**config.mk**
```make
export PLATFORM = sky130hd
export DESIGN_NAME = plus_minus_two
export DESIGN_NICKNAME = d
export VERILOG_FILES = /design/src/rtl/pm2_pkg.sv /design/src/rtl/pm2_operand_gen.sv /design/src/rtl/pm2_full_adder.sv /design/src/rtl/pm2_ripple_chain.sv /design/src/rtl/pm2_flag_logic.sv /design/src/rtl/plus_minus_two.sv
export SDC_FILE = /design/constraint.sdc
export NUM_CORES = 1
export LEC_CHECK = 0
export ABC_AREA = 1
export BUFFER_PORTS_ARGS = -buffer_cell sky130_fd_sc_hd__buf_2
export CORE_AREA = 2 2 39 41
export DETAILED_ROUTE_END_ITERATION = 8
export DIE_AREA = 0 0 41 43
export PLACE_DENSITY = 0.43
export SLEW_MARGIN = 20
export SYNTH_ARGS = -nofsm -noshare
export SYNTH_HDL_FRONTEND = slang
export SYNTH_HIERARCHICAL = 1
export SYNTH_SLANG_ARGS = --single-unit
```
**constraint.sdc**
```tcl
create_clock -name vclk -period 4.42
set_input_delay 0 -clock vclk [all_inputs]
set_output_delay 0 -clock vclk [all_outputs]
set_load 0.03 [all_outputs]
```
**src/rtl/pm2_pkg.sv**
```systemverilog
// Package for the plus/minus-two unit.
// Holds the choice of how the constant operand is built, plus a helper
// that yields the constant two at any width. Assumes WIDTH >= 3.
package pm2_pkg;

    // How the second adder operand is formed from the direction select.
    typedef enum logic {
        BGEN_WIRED = 1'b0,  // reduced form: each bit is the select or its inverse
        BGEN_XOR   = 1'b1   // explicit XOR of the constant with the select
    } pm2_bgen_e;

    // Step magnitude applied by the unit.
    localparam int unsigned STEP_MAGNITUDE = 2;

endpackage

```
**src/rtl/pm2_operand_gen.sv**
```systemverilog
// Builds the second adder operand for the plus/minus-two unit.
// For +2 it yields the zero-extended constant 0...010. For -2 it yields
// the one's complement of that constant (the carry-in completes the
// negation). The BGEN parameter selects XOR gates or the reduced wiring.
// Assumes WIDTH >= 3.
module pm2_operand_gen #(
    parameter int unsigned       WIDTH = 5,
    parameter pm2_pkg::pm2_bgen_e BGEN  = pm2_pkg::BGEN_WIRED
) (
    input  logic             dec_sel,
    output logic [WIDTH-1:0] b_opnd
);

    localparam logic [WIDTH-1:0] STEP_CONST = WIDTH'(pm2_pkg::STEP_MAGNITUDE);
    localparam int unsigned      HIGH_BITS  = WIDTH - 2;

    generate
        if (BGEN == pm2_pkg::BGEN_XOR) begin : g_xor_form
            // Explicit controlled inversion of the constant operand.
            always_comb begin
                b_opnd = STEP_CONST ^ {WIDTH{dec_sel}};
            end
        end else begin : g_wired_form
            // Reduced form: bit 1 is the inverted select, all others copy it.
            always_comb begin
                b_opnd = {{HIGH_BITS{dec_sel}}, ~dec_sel, dec_sel};
            end
        end
    endgenerate

endmodule

```
**src/rtl/pm2_full_adder.sv**
```systemverilog
// One-bit full adder cell used as a stage of the ripple chain.
// Purely combinational; has no assumptions beyond known inputs.
module pm2_full_adder (
    input  logic a_bit,
    input  logic b_bit,
    input  logic c_in,
    output logic s_bit,
    output logic c_out
);

    // Sum and majority carry of the three inputs.
    always_comb begin
        s_bit = a_bit ^ b_bit ^ c_in;
        c_out = (a_bit & b_bit) | (a_bit & c_in) | (b_bit & c_in);
    end

endmodule

```
**src/rtl/pm2_ripple_chain.sv**
```systemverilog
// WIDTH-bit ripple-carry adder made from full adder cells.
// Exposes the carry into and out of the most significant stage so the
// overflow logic can use them. Assumes WIDTH >= 2.
module pm2_ripple_chain #(
    parameter int unsigned WIDTH = 5
) (
    input  logic [WIDTH-1:0] a_in,
    input  logic [WIDTH-1:0] b_in,
    input  logic             carry_in,
    output logic [WIDTH-1:0] sum_out,
    output logic             msb_carry_in,
    output logic             msb_carry_out
);

    logic [WIDTH:0] carry;

    // Seed the chain with the external carry.
    always_comb begin
        carry[0] = carry_in;
    end

    generate
        for (genvar i = 0; i < WIDTH; i++) begin : g_stage
            pm2_full_adder u_fa (
                .a_bit (a_in[i]),
                .b_bit (b_in[i]),
                .c_in  (carry[i]),
                .s_bit (sum_out[i]),
                .c_out (carry[i+1])
            );
        end
    endgenerate

    // Bring out the two carries around the top stage.
    always_comb begin
        msb_carry_in  = carry[WIDTH-1];
        msb_carry_out = carry[WIDTH];
    end

endmodule

```
**src/rtl/pm2_flag_logic.sv**
```systemverilog
// Derives the unsigned and signed overflow flags from the adder carries.
// Unsigned: the carry-out marks a wrap when adding. A missing carry-out
// marks a borrow when subtracting. Signed: the carries into and out of
// the top stage disagree.
module pm2_flag_logic (
    input  logic dec_sel,
    input  logic msb_carry_in,
    input  logic msb_carry_out,
    output logic uov,
    output logic sov
);

    // Overflow flag generation.
    always_comb begin
        uov = msb_carry_out ^ dec_sel;
        sov = msb_carry_in ^ msb_carry_out;
    end

endmodule

```
**src/rtl/plus_minus_two.sv**
```systemverilog
// Plus/minus-two unit: result = op_a +/- 2 (mod 2^WIDTH), with unsigned
// and signed overflow flags. Fully combinational, so there is no clock and
// no reset. Inputs must be known and settled before the outputs are used.
// Assumes WIDTH >= 3.
module plus_minus_two #(
    parameter int unsigned        WIDTH = 5,
    parameter pm2_pkg::pm2_bgen_e BGEN  = pm2_pkg::BGEN_WIRED
) (
    input  logic [WIDTH-1:0] op_a,
    input  logic             dec_sel,
    output logic [WIDTH-1:0] result,
    output logic             uov,
    output logic             sov
);

    localparam logic [WIDTH-1:0] PLUS_TWO  = WIDTH'(pm2_pkg::STEP_MAGNITUDE);
    localparam logic [WIDTH-1:0] MINUS_TWO = WIDTH'(0) - PLUS_TWO;
    localparam logic [WIDTH-1:0] SIGN_MASK = {1'b1, {(WIDTH-1){1'b0}}};

    logic [WIDTH-1:0] b_opnd;
    logic             c_msb_in;
    logic             c_msb_out;

    pm2_operand_gen #(
        .WIDTH (WIDTH),
        .BGEN  (BGEN)
    ) u_opnd (
        .dec_sel (dec_sel),
        .b_opnd  (b_opnd)
    );

    pm2_ripple_chain #(
        .WIDTH (WIDTH)
    ) u_chain (
        .a_in          (op_a),
        .b_in          (b_opnd),
        .carry_in      (dec_sel),
        .sum_out       (result),
        .msb_carry_in  (c_msb_in),
        .msb_carry_out (c_msb_out)
    );

    pm2_flag_logic u_flags (
        .dec_sel       (dec_sel),
        .msb_carry_in  (c_msb_in),
        .msb_carry_out (c_msb_out),
        .uov           (uov),
        .sov           (sov)
    );

    // Output relations checked against the operand.
    always_comb begin
        // the distance from operand to result is exactly +2 or -2.
        a_r1_r2_step: assert (WIDTH'(result - op_a) == (dec_sel ? MINUS_TWO : PLUS_TWO));
        // the adder leaves the low bit untouched.
        a_r3_lsb_kept: assert (result[0] == op_a[0]);
        // an unsigned wrap shows up as a result at the opposite end of the range.
        a_r4_r5_unsigned_wrap: assert (uov == (dec_sel ? (result >= MINUS_TWO) : (result < PLUS_TWO)));
        // a signed overflow flips the sign against the direction of travel.
        a_r6_r7_signed_wrap: assert (!sov || (((op_a & SIGN_MASK) != 0) == dec_sel
                                              && ((result & SIGN_MASK) != 0) == !dec_sel));
    end

endmodule

```
* Yosys cells after proc, flatten, opt, wreduce, memory -nomap -nowiden *
Cells that the tools add are included.

word-level totals
  input port bits = 6
  word-level logic and storage cells = 35
  bits in registers = 0
  output and inout port bits = 7

operators by class
  bitwise gates (word level) = 35

operator list
  kind               number
  bitwise AND 1 bit  13
  XOR 1 bit          12
  OR 1 bit           9
  NOT 1 bit          1

* Longest topological paths before layout *
Gate-level depths: netlist of the first run.

  word-level depth = 15
  gate-level depth with buffers = 9
  gate-level depth less buffers = 8

* Cells and area by module *
The synthesis of the first run kept the hierarchy.

modules (own cells, without submodules)
  module           cells each  times used  area an instance (um2)  seq. area each (um2)
  pm2_full_adder   1           5           20.0                    0.0
  pm2_flag_logic   9           1           33.8                    0.0
  pm2_operand_gen  5           1           33.8                    0.0

* Worst setup path after synthesis of the first run *
No wires, ideal clock.

  kind = input -> output
  start = input port dec_sel
  end = output port sov
  path slack = 1989 ps
  arrival time = 2431 ps
  cell stages on the path = 9
  path buffers = 1
  required time = 4420 ps
  path through = buf_4 fa_1 fa_1 fa_1 fa_1 fa_1 inv_1 nand2_1 nand2_1

on the way
  word-level cells in the longest chain between the ends = 15
  elaborated cells between the ends (all ways) = 24
  classes of those cells = bitwise (24)

ends and longest elaborated chain
  item                        RTL line                text
  start, declared             plus_minus_two.sv:10    input logic dec_sel,
  bitwise AND 1 bit           pm2_full_adder.sv:14    c_out = (a_bit & b_bit) | (a_bit & c_in) | (b_bit & c_in);
  OR 1 bit *                  pm2_full_adder.sv:14
  named net u_chain.carry[1]  pm2_ripple_chain.sv:15  logic [WIDTH:0] carry;
  bitwise AND 1 bit           pm2_full_adder.sv:14
  OR 1 bit                    pm2_full_adder.sv:14
  OR 1 bit *                  pm2_full_adder.sv:14
  named net u_chain.carry[2]  pm2_ripple_chain.sv:15
  bitwise AND 1 bit           pm2_full_adder.sv:14
  [2 not listed]              n/a
  named net u_chain.carry[3]  pm2_ripple_chain.sv:15
  [1 not listed]              n/a
  OR 1 bit                    pm2_full_adder.sv:14
  OR 1 bit *                  pm2_full_adder.sv:14
  named net c_msb_in          plus_minus_two.sv:21    logic c_msb_in;
  bitwise AND 1 bit           pm2_full_adder.sv:14
  OR 1 bit                    pm2_full_adder.sv:14
  OR 1 bit *                  pm2_full_adder.sv:14
  named net c_msb_out         plus_minus_two.sv:22    logic c_msb_out;
  XOR 1 bit *                 pm2_flag_logic.sv:16    sov = msb_carry_in ^ msb_carry_out;
  end, declared               plus_minus_two.sv:13    output logic sov

The timed path passes the listed nets; every way through them passes the cells marked *.

* Worst setup path in the final report of the first run *
Same ends and word-level chain as after synthesis.

==> metrics.yaml, run 1 <==
placement:
  place.gp.congestion: 0.6092
  port_buffers: 13
  place_area_um2: 222.7
synthesis:
  synth_top_area_share_pct: 59.70
  synth_compound_area_share_pct: 0
  synth_cells: 19
  syn_avg_cell_area_um2: 8.824
  yosys.area_share.simple_pct: 13.43
  synth.largest_area_cell: "fa_1"
  yosys.area_share.xor_xnor_pct: 0
  netlist_area_um2: 167.7
  synth_top_family_by_area: "adder cells"
  synth.area.top_cells: "fa_1, buf_4, nand2_1, inv_1"
  synth_nets: 30
  yosys_warnings: 6
  seq_area_frac_synth_pct: 0
  yosys.area_share.adder_pct: 59.70
  synthDistinctLibCells: 4
  synth_mux_area_share_pct: 0
sta:
  finalSetupTns_ps: 0
  fmax_mhz: 384.9
  holdWs_ps: 426.3
  finalSetupViolations: 0
  tightestPinTransition_ps: 206.3
  finalHoldViolCount: 0
  fin_crit_ps: 2598
  slew_headroom_pct: 86.25
  period_share_pct: 58.77
  drv_slew: 0
  rsz0062_at_grt: "false"
route:
  drtIter0Drc: 0
  wl_per_cell_um: 6.409
  wl_met2_um: 144
  via_count: 128
  drc: 0
  drt.antenna.violating_nets: 0
  wl_met1_um: 104
  met3_length_um: 33
  viasPerCell: 2.909
  firstDrtPassIters: 1
  routed_wl_um: 282
  highest_layer: "met3"
grt:
  antenna_found_initial: 0
  grt_max_degree: 9
  grt_pass1_vias: 97
  grt_pass1_wl_um: 489
  grt_usage_pct: 3.715
  globalRouteOverflowTotal: 0
die:
  dieArea_um2: 1763
  fp-row-count: 14
  die_x_um: 41
  die_h_um: 43
  num_io_pins: 13
  initial_core_util_pct: 12.12
  coreArea_um2: 1384
finish:
  antennaDiodeCount: 0
  area_growth_pct: 32.84
  finish.utilization_pct: 16.09
  drive_gt1_share_pct: 46.43
  finalInstanceArea_um2: 222.7
  num-fill-cells: 165
  regArea_um2: 0
  clock_buffers: 0
  seq_cell_count: 0
  final_nets: 41
power:
  leakagePower_nw: 0.1270
  power_density_nw_per_um2: 227.0
  peakVddDrop_mv: 0.03934
worst_hold_path:
  hold_path.class: "in -> out"
worst_setup_path:
  crit_path_frequent_cell: "fa_1"
  cpPeakStageDelay_ps: 440
  cp_cell_sequence: "buf_2 -> fa_1 -> fa_1 -> fa_1 -> fa_1 -> fa_1 -> inv_1 -> nand2_1 -> nand2_1 -> buf_2"
  cp_slowest_cell: "fa_1"
  cp.required_ps: 4420
  path_delay_family: "adder cells"
  critPathKind: "in -> out"
  cp-end-kind: "primary output"
  critPathBufInv: 3
  cp_max_fo: 8
  crit_arrival_ps: 2600
  start_kind: "primary input"
clock_network:
  hold_buffers: 0
  postCtsSetupBuffers: 0
  ctsResizeCount: 0
job:
  drv_cap: 0
outcome:
  status: "finished clean"
[cell usage after synthesis (all sizes together)]
cell type / instances
fa: 5
nand2: 6
buf: 4
inv: 4
[stage by stage]
stage	power (mW)	setup WS, ps	std cells
global placement	0.05160	1797	44
global route	0.05639	1654	44
floorplan	0.04381	1989	19
detailed placement	0.05175	1787	44
CTS	0.05197	1785	44
finish	0.05057	1822	44
[report_power, final]
group          switching, mW  internal, mW  total, mW
Sequential                 0             0          0
Clock                      0             0          0
Combinational         0.0356        0.0149     0.0506
Total                 0.0356        0.0149     0.0506
[path summary, 6_finish.rpt]
check / startpoint / to / slack, ps / depth (start not counted)
max: dec_sel / sov / 1820 / 10
min: op_a[0] / result[0] / 430 / 3
[per-layer routing]
layer	vias to the layer above	global-route usage, %
met5	-	0
met4	0	0
met3	0	0.5236
met2	7	5.938
met1	54	5.466
li1	67	-
[logic make-up after synthesis]
kind of cell               count (synthesis)
adders and majority gates                  5
and+or+nand+nor                            6
buffers and inverters                      8
[cells in the final DEF (no fill, tap or decap)]
master    n
buf_2    13
nand2_1   6
inv_1     4
fa_1      5
[cell type report]
| cell class | count | area (µm²) | share of cell area [%] |
|---|---|---|---|
| timing repair buffer | 13 | 65.06 | 29.21 |
| inverter | 4 | 15.01 | 6.742 |
| multi-input combinational | 11 | 122.6 | 55.06 |
| tap | 16 | 20.02 | 8.989 |
Note: power is estimated with default switching activity, not from simulation.
==> run 2, diff against run 1 <==
Clock period 4.42 ns to 2.45 ns, I/O delays scaled along.
==> metrics.yaml, run 2 (synthesis results as in run 1) <==
outcome:
  status: "finished clean"  # unchanged
worst_setup_path:
  crit_path_frequent_cell: "fa_2"  # was fa_1
  crit_arrival_ps: 2360  # was 2600 ps
  start_kind: "primary input"  # unchanged
  cp_cell_sequence: "buf_2 -> fa_1 -> fa_1 -> fa_2 -> fa_2 -> fa_2 -> buf_2"  # was buf_2 -> fa_1 -> fa_1 -> fa_1 -> fa_1 -> fa_1 -> inv_1 -> nand2_1 -> nand2_1 -> buf_2
  cp-end-kind: "primary output"  # unchanged
  cp_max_fo: 3  # was 8
  cpPeakStageDelay_ps: 520  # was 440 ps
  path_delay_family: "adder cells"  # unchanged
  cp.required_ps: 2450  # was 4420 ps
  critPathBufInv: 2  # was 3
  cp_slowest_cell: "fa_2"  # was fa_1
  cp.depth: 7  # was 10
  critPathKind: "in -> out"  # unchanged
route:
  wl_per_cell_um: 6.867  # was 6.409 µm
  routed_wl_um: 309  # was 282 µm
  drtIter0Drc: 0  # unchanged
  firstDrtPassIters: 1  # unchanged
  via_count: 137  # was 128
  drc: 0  # unchanged
  drt.antenna.violating_nets: 0  # unchanged
  viasPerCell: 3.044  # was 2.909
power:
  leakagePower_nw: 0.1320  # was 0.1270 nW
  p_sw_uw: 66.05  # was 35.63 µW
  power_density_nw_per_um2: 402.3  # was 227.0 nW/µm²
  p_clk_share_pct: 0  # about the same
  peakVddDrop_mv: 0.07439  # was 0.03934 mV
  internal_power_uw: 33.11  # was 14.94 µW
  seqPwrFrac_pct: 0  # about the same
  swShare_pct: 66.61  # was 70.46%
  comb_power_share_pct: 100.0  # about the same
finish:
  clock_buffers: 0  # unchanged
  final_cells: 45  # was 44
  seq_cell_count: 0  # unchanged
  antennaDiodeCount: 0  # unchanged
  drive_gt1_share_pct: 58.62  # was 46.43%
  regArea_um2: 0  # unchanged
  area_growth_pct: 47.01  # was 32.84%
  layout_commonest_cell: "buf_2"  # unchanged
  finish.utilization_pct: 17.81  # was 16.09%
  final_nets: 42  # was 41
  mostFrequentLayoutCells: "buf_2, nand2_1, inv_1"  # was buf_2, nand2_1, fa_1
grt:
  grt_pass1_vias: 124  # was 97
  grt_max_degree: 7  # was 9
  grt_pass1_wl_um: 434  # was 489 µm
  globalRouteOverflowTotal: 0  # unchanged
  grt_usage_pct: 3.320  # was 3.715%
  antenna_found_initial: 0  # unchanged
placement:
  place.gp.congestion: 0.6460  # was 0.6092
  post-place-ws_ps: -102.3  # was 1787 ps
  port_buffers: 13  # unchanged
  placedCellCount: 45  # was 44
  dp_hpwl_um: 279.7
sta:
  fin_crit_ps: 2363
  slew_headroom_pct: 89.30  # was 86.25%
  tightestPinTransition_ps: 161.6  # was 206.3 ps
  finalSetupViolations: 0  # unchanged
  drv_slew: 0  # unchanged
  finalSetupTns_ps: 0  # unchanged
  period_share_pct: 96.45
  rsz0062_at_grt: "false"  # unchanged
  fmax_mhz: 423.2
  finalHoldViolCount: 0  # unchanged
  worst_slack_ps: 86.86  # was 1822 ps
clock_network:
  ctsResizeCount: 4  # was 0
  hold_buffers: 0  # unchanged
  postCtsSetupBuffers: 0  # unchanged
die:
  num_io_pins: 13  # unchanged
  die_h_um: 43  # unchanged
  dieArea_um2: 1763  # unchanged
  fp-row-count: 14  # unchanged
  coreArea_um2: 1384  # unchanged
  initial_core_util_pct: 12.12  # unchanged
  die_x_um: 41  # unchanged
worst_hold_path:
  hold_path.class: "in -> out"  # unchanged
  holdPathStages: 3  # unchanged
job:
  drv_cap: 0  # unchanged
-- run 2: changes by cell type in the layout (fill, tap and decap cells not counted) --
| cell | previous run | this run |
|---|---|---|
| buf_4 | 0 | 2 |
| buf_6 | 0 | 1 |
| fa_1 | 5 | 2 |
| buf_2 | 13 | 11 |
| fa_2 | 0 | 3 |
-- run 2: metrics by stage --
| stage | hold slack (ps) | total power, mW | cell area (µm²) |
|---|---|---|---|
| finish | 428.6 | 0.09916 | 246.5 |
| global route | 465.3 | 0.1099 | 246.5 |
| CTS | 431.6 | 0.09837 | 240.2 |
| detailed placement | 430.6 | 0.09411 | 230.2 |
| global placement | 427.8 | 0.09436 | 230.2 |
| floorplan | 223.4 | 0.07905 | 167.7 |
-- run 2: power by group through the flow --
stage / combinational (mW) / clock (mW) / sequential, mW
5_1_grt: 0.110 / 0 / 0
3_3_place_gp: 0.0944 / 0 / 0
6_report: 0.0992 / 0 / 0
3_5_place_dp: 0.0941 / 0 / 0
2_1_floorplan: 0.0790 / 0 / 0
4_1_cts: 0.0984 / 0 / 0
-- run 2: layer usage --
layer | track usage (%) | part of all wire (%)
met1 | 3.883 | 42
met2 | 6.563 | 51
met3 | 0 | 6.1
met4 | 0 | 0
met5 | 0 | 0
-- run 2: worst paths after layout --
| path | from | end | slack (ps) |
|---|---|---|---|
| setup / recovery | op_a[0] | result[4] | 90 |
| hold / removal | op_a[1] | result[1] | 430 |
-- run 2: cell type report --
| cell class | count | area [µm²] |
|---|---|---|
| multi-input combinational | 11 | 130.1 |
| tap | 16 | 20.02 |
| timing repair buffer | 14 | 81.33 |
| fill | 164 | 1137 |
| inverter | 4 | 15.01 |
==> run 3, diff against run 2 <==
Settings changed: ABC_AREA 1 to unset, PLACE_DENSITY 0.43 to 0.42.
==> metrics.yaml, run 3 <==
worst_setup_path:
  cp.required_ps: 2450  # about the same
  start_kind: "primary input"  # unchanged
  cp-end-kind: "primary output"  # unchanged
  crit_arrival_ps: 2320  # was 2360 ps
  critPathKind: "in -> out"  # unchanged
  cp_max_fo: 2  # was 3
placement:
  place.gp.congestion: 0.5795  # was 0.6460
  place_area_um2: 264.0  # was 230.2 µm²
  port_buffers: 13  # unchanged
die:
  coreArea_um2: 1384  # unchanged
  fp-row-count: 14  # unchanged
  die_x_um: 41  # unchanged
  die_h_um: 43  # unchanged
  num_io_pins: 13  # unchanged
  initial_core_util_pct: 10.94  # was 12.12%
  dieArea_um2: 1763  # unchanged
synthesis:
  synth_cells: 12  # was 19
  seq_area_frac_synth_pct: 0  # unchanged
  synth_nets: 23  # was 30
  syn_avg_cell_area_um2: 12.62  # was 8.824 µm²
  synth_top_area_share_pct: 66.12  # was 59.70%
  yosys_warnings: 6  # unchanged
  yosys-top-cells-count: "fa_1, buf_4, xor2_1"  # was nand2_1, fa_1, buf_4, inv_1
  synth_most_common_cell: "fa_1"  # was nand2_1
  synth.largest_area_cell: "fa_1"  # unchanged
  netlist_area_um2: 151.4  # was 167.7 µm²
  synthDistinctLibCells: 4  # unchanged
  synth.area.top_cells: "fa_1, buf_4, xor2_1, inv_1"  # was fa_1, buf_4, nand2_1, inv_1
grt:
  grt_usage_pct: 3.831  # was 3.320%
  grt_pass1_vias: 120  # was 124
  grt_pass1_wl_um: 496  # was 434 µm
  antenna_found_initial: 0  # unchanged
  grt_max_degree: 6  # was 7
  globalRouteOverflowTotal: 0  # unchanged
finish:
  finalInstanceArea_um2: 274.0  # was 246.5 µm²
  mostFrequentLayoutCells: "buf_2, fa_2, buf_4"  # was buf_2, nand2_1, inv_1
  drive_gt1_share_pct: 95.65  # was 58.62%
  area_growth_pct: 80.99  # was 47.01%
  antennaDiodeCount: 0  # unchanged
  clock_buffers: 0  # unchanged
  finish.utilization_pct: 19.80  # was 17.81%
  regArea_um2: 0  # unchanged
  layout_commonest_cell: "buf_2"  # unchanged
  final_nets: 36  # was 42
  num-fill-cells: 147  # was 164
  seq_cell_count: 0  # unchanged
route:
  via_count: 117  # was 137
  viasPerCell: 3.000  # was 3.044
  wl_per_cell_um: 7.846  # was 6.867 µm
  drt.antenna.violating_nets: 0  # unchanged
  drtIter0Drc: 1  # was 0
  drc: 1  # was 0
  firstDrtPassIters: 5  # was 1
  routed_wl_um: 306  # was 309 µm
sta:
  drv_slew: 0  # unchanged
  fin_crit_ps: 2325  # was 2363 ps
  period_share_pct: 94.89  # was 96.45%
  rsz0062_at_grt: "false"  # unchanged
  finalSetupViolations: 0  # unchanged
  tightestPinTransition_ps: 185.4  # was 161.6 ps
  fmax_mhz: 430.2  # was 423.2 MHz
  slew_headroom_pct: 87.62  # was 89.30%
  finalHoldViolCount: 0  # unchanged
power:
  peakVddDrop_mv: 0.1294  # was 0.07439 mV
  internal_power_uw: 40.11  # was 33.11 µW
  comb_power_share_pct: 100.0  # about the same
  seqPwrFrac_pct: 0  # about the same
  p_sw_uw: 74.02  # was 66.05 µW
  swShare_pct: 64.85  # was 66.61%
  p_clk_share_pct: 0  # about the same
  leakagePower_nw: 0.1141  # was 0.1320 nW
  power.total_uw: 114.1  # was 99.16 µW
  power_density_nw_per_um2: 416.5  # was 402.3 nW/µm²
job:
  drv_cap: 0  # unchanged
outcome:
  status: "finished, violations left"  # was finished clean
  violations: "design-rule violations"
clock_network:
  postCtsSetupBuffers: 0  # unchanged
worst_hold_path:
  hold_path.class: "in -> out"  # unchanged
[run 3: cells by family after synthesis]
logic type	Yosys count	synth area share [%]
adder cells (fa/ha/maj)	5	66.12
XOR/XNOR	2	11.57
buffers and inverters	5	22.31
[run 3: worst paths after layout]
check,cells after the start,from,slack [ps],endpoint
min,3,op_a[0],470,result[0]
max,8,op_a[0],130,sov
[run 3: cell type report]
| class | count | area [µm²] | area share (%) |
|---|---|---|---|
| inverter | 1 | 3.754 | 1.370 |
| multi-input combinational | 7 | 167.7 | 61.19 |
| timing repair buffer | 15 | 82.58 | 30.14 |
| tap | 16 | 20.02 | 7.306 |
[run 3: timing repair]
action	CTS	global route
hold buffers	0	0
resized for setup	2	2
endpoints found under the setup margin	2	2
[run 3: power by group through the flow]
| stage | combinational (mW) | clock, mW | sequential (mW) |
|---|---|---|---|
| floorplan | 0.0948 | 0 | 0 |
| detailed placement | 0.112 | 0 | 0 |
| CTS | 0.115 | 0 | 0 |
| global route | 0.125 | 0 | 0 |
| global placement | 0.111 | 0 | 0 |
| finish | 0.114 | 0 | 0 |
[run 3: layer usage]
layer  share of wire, %  global-route usage [%]
met4                  0                       0
met3                 25                  0.5236
met1                 34                   5.212
met5                  0                       0
met2                 41                   6.563
[run 3: per-stage QoR]
stage / hold slack [ps] / setup TNS (ps) / instances / worst slack (ps)
after floorplan: 92.36 / 0 / 12 / 57.34
after global placement: 431.8 / -3.126 / 39 / -1.623
after detailed placement: 433.7 / -57.84 / 39 / -28.99
after CTS: 434.2 / 0 / 39 / 14.02
after global routing: 495.6 / 0 / 39 / 57.13
final: 468.3 / 0 / 39 / 125.2
[run 3: worst max-delay path: stages]
cell	delay (ps)
buf_2	110
fa_2	380
fa_2	350
fa_2	350
fa_2	360
fa_2	430
xor2_4	170
buf_2	180
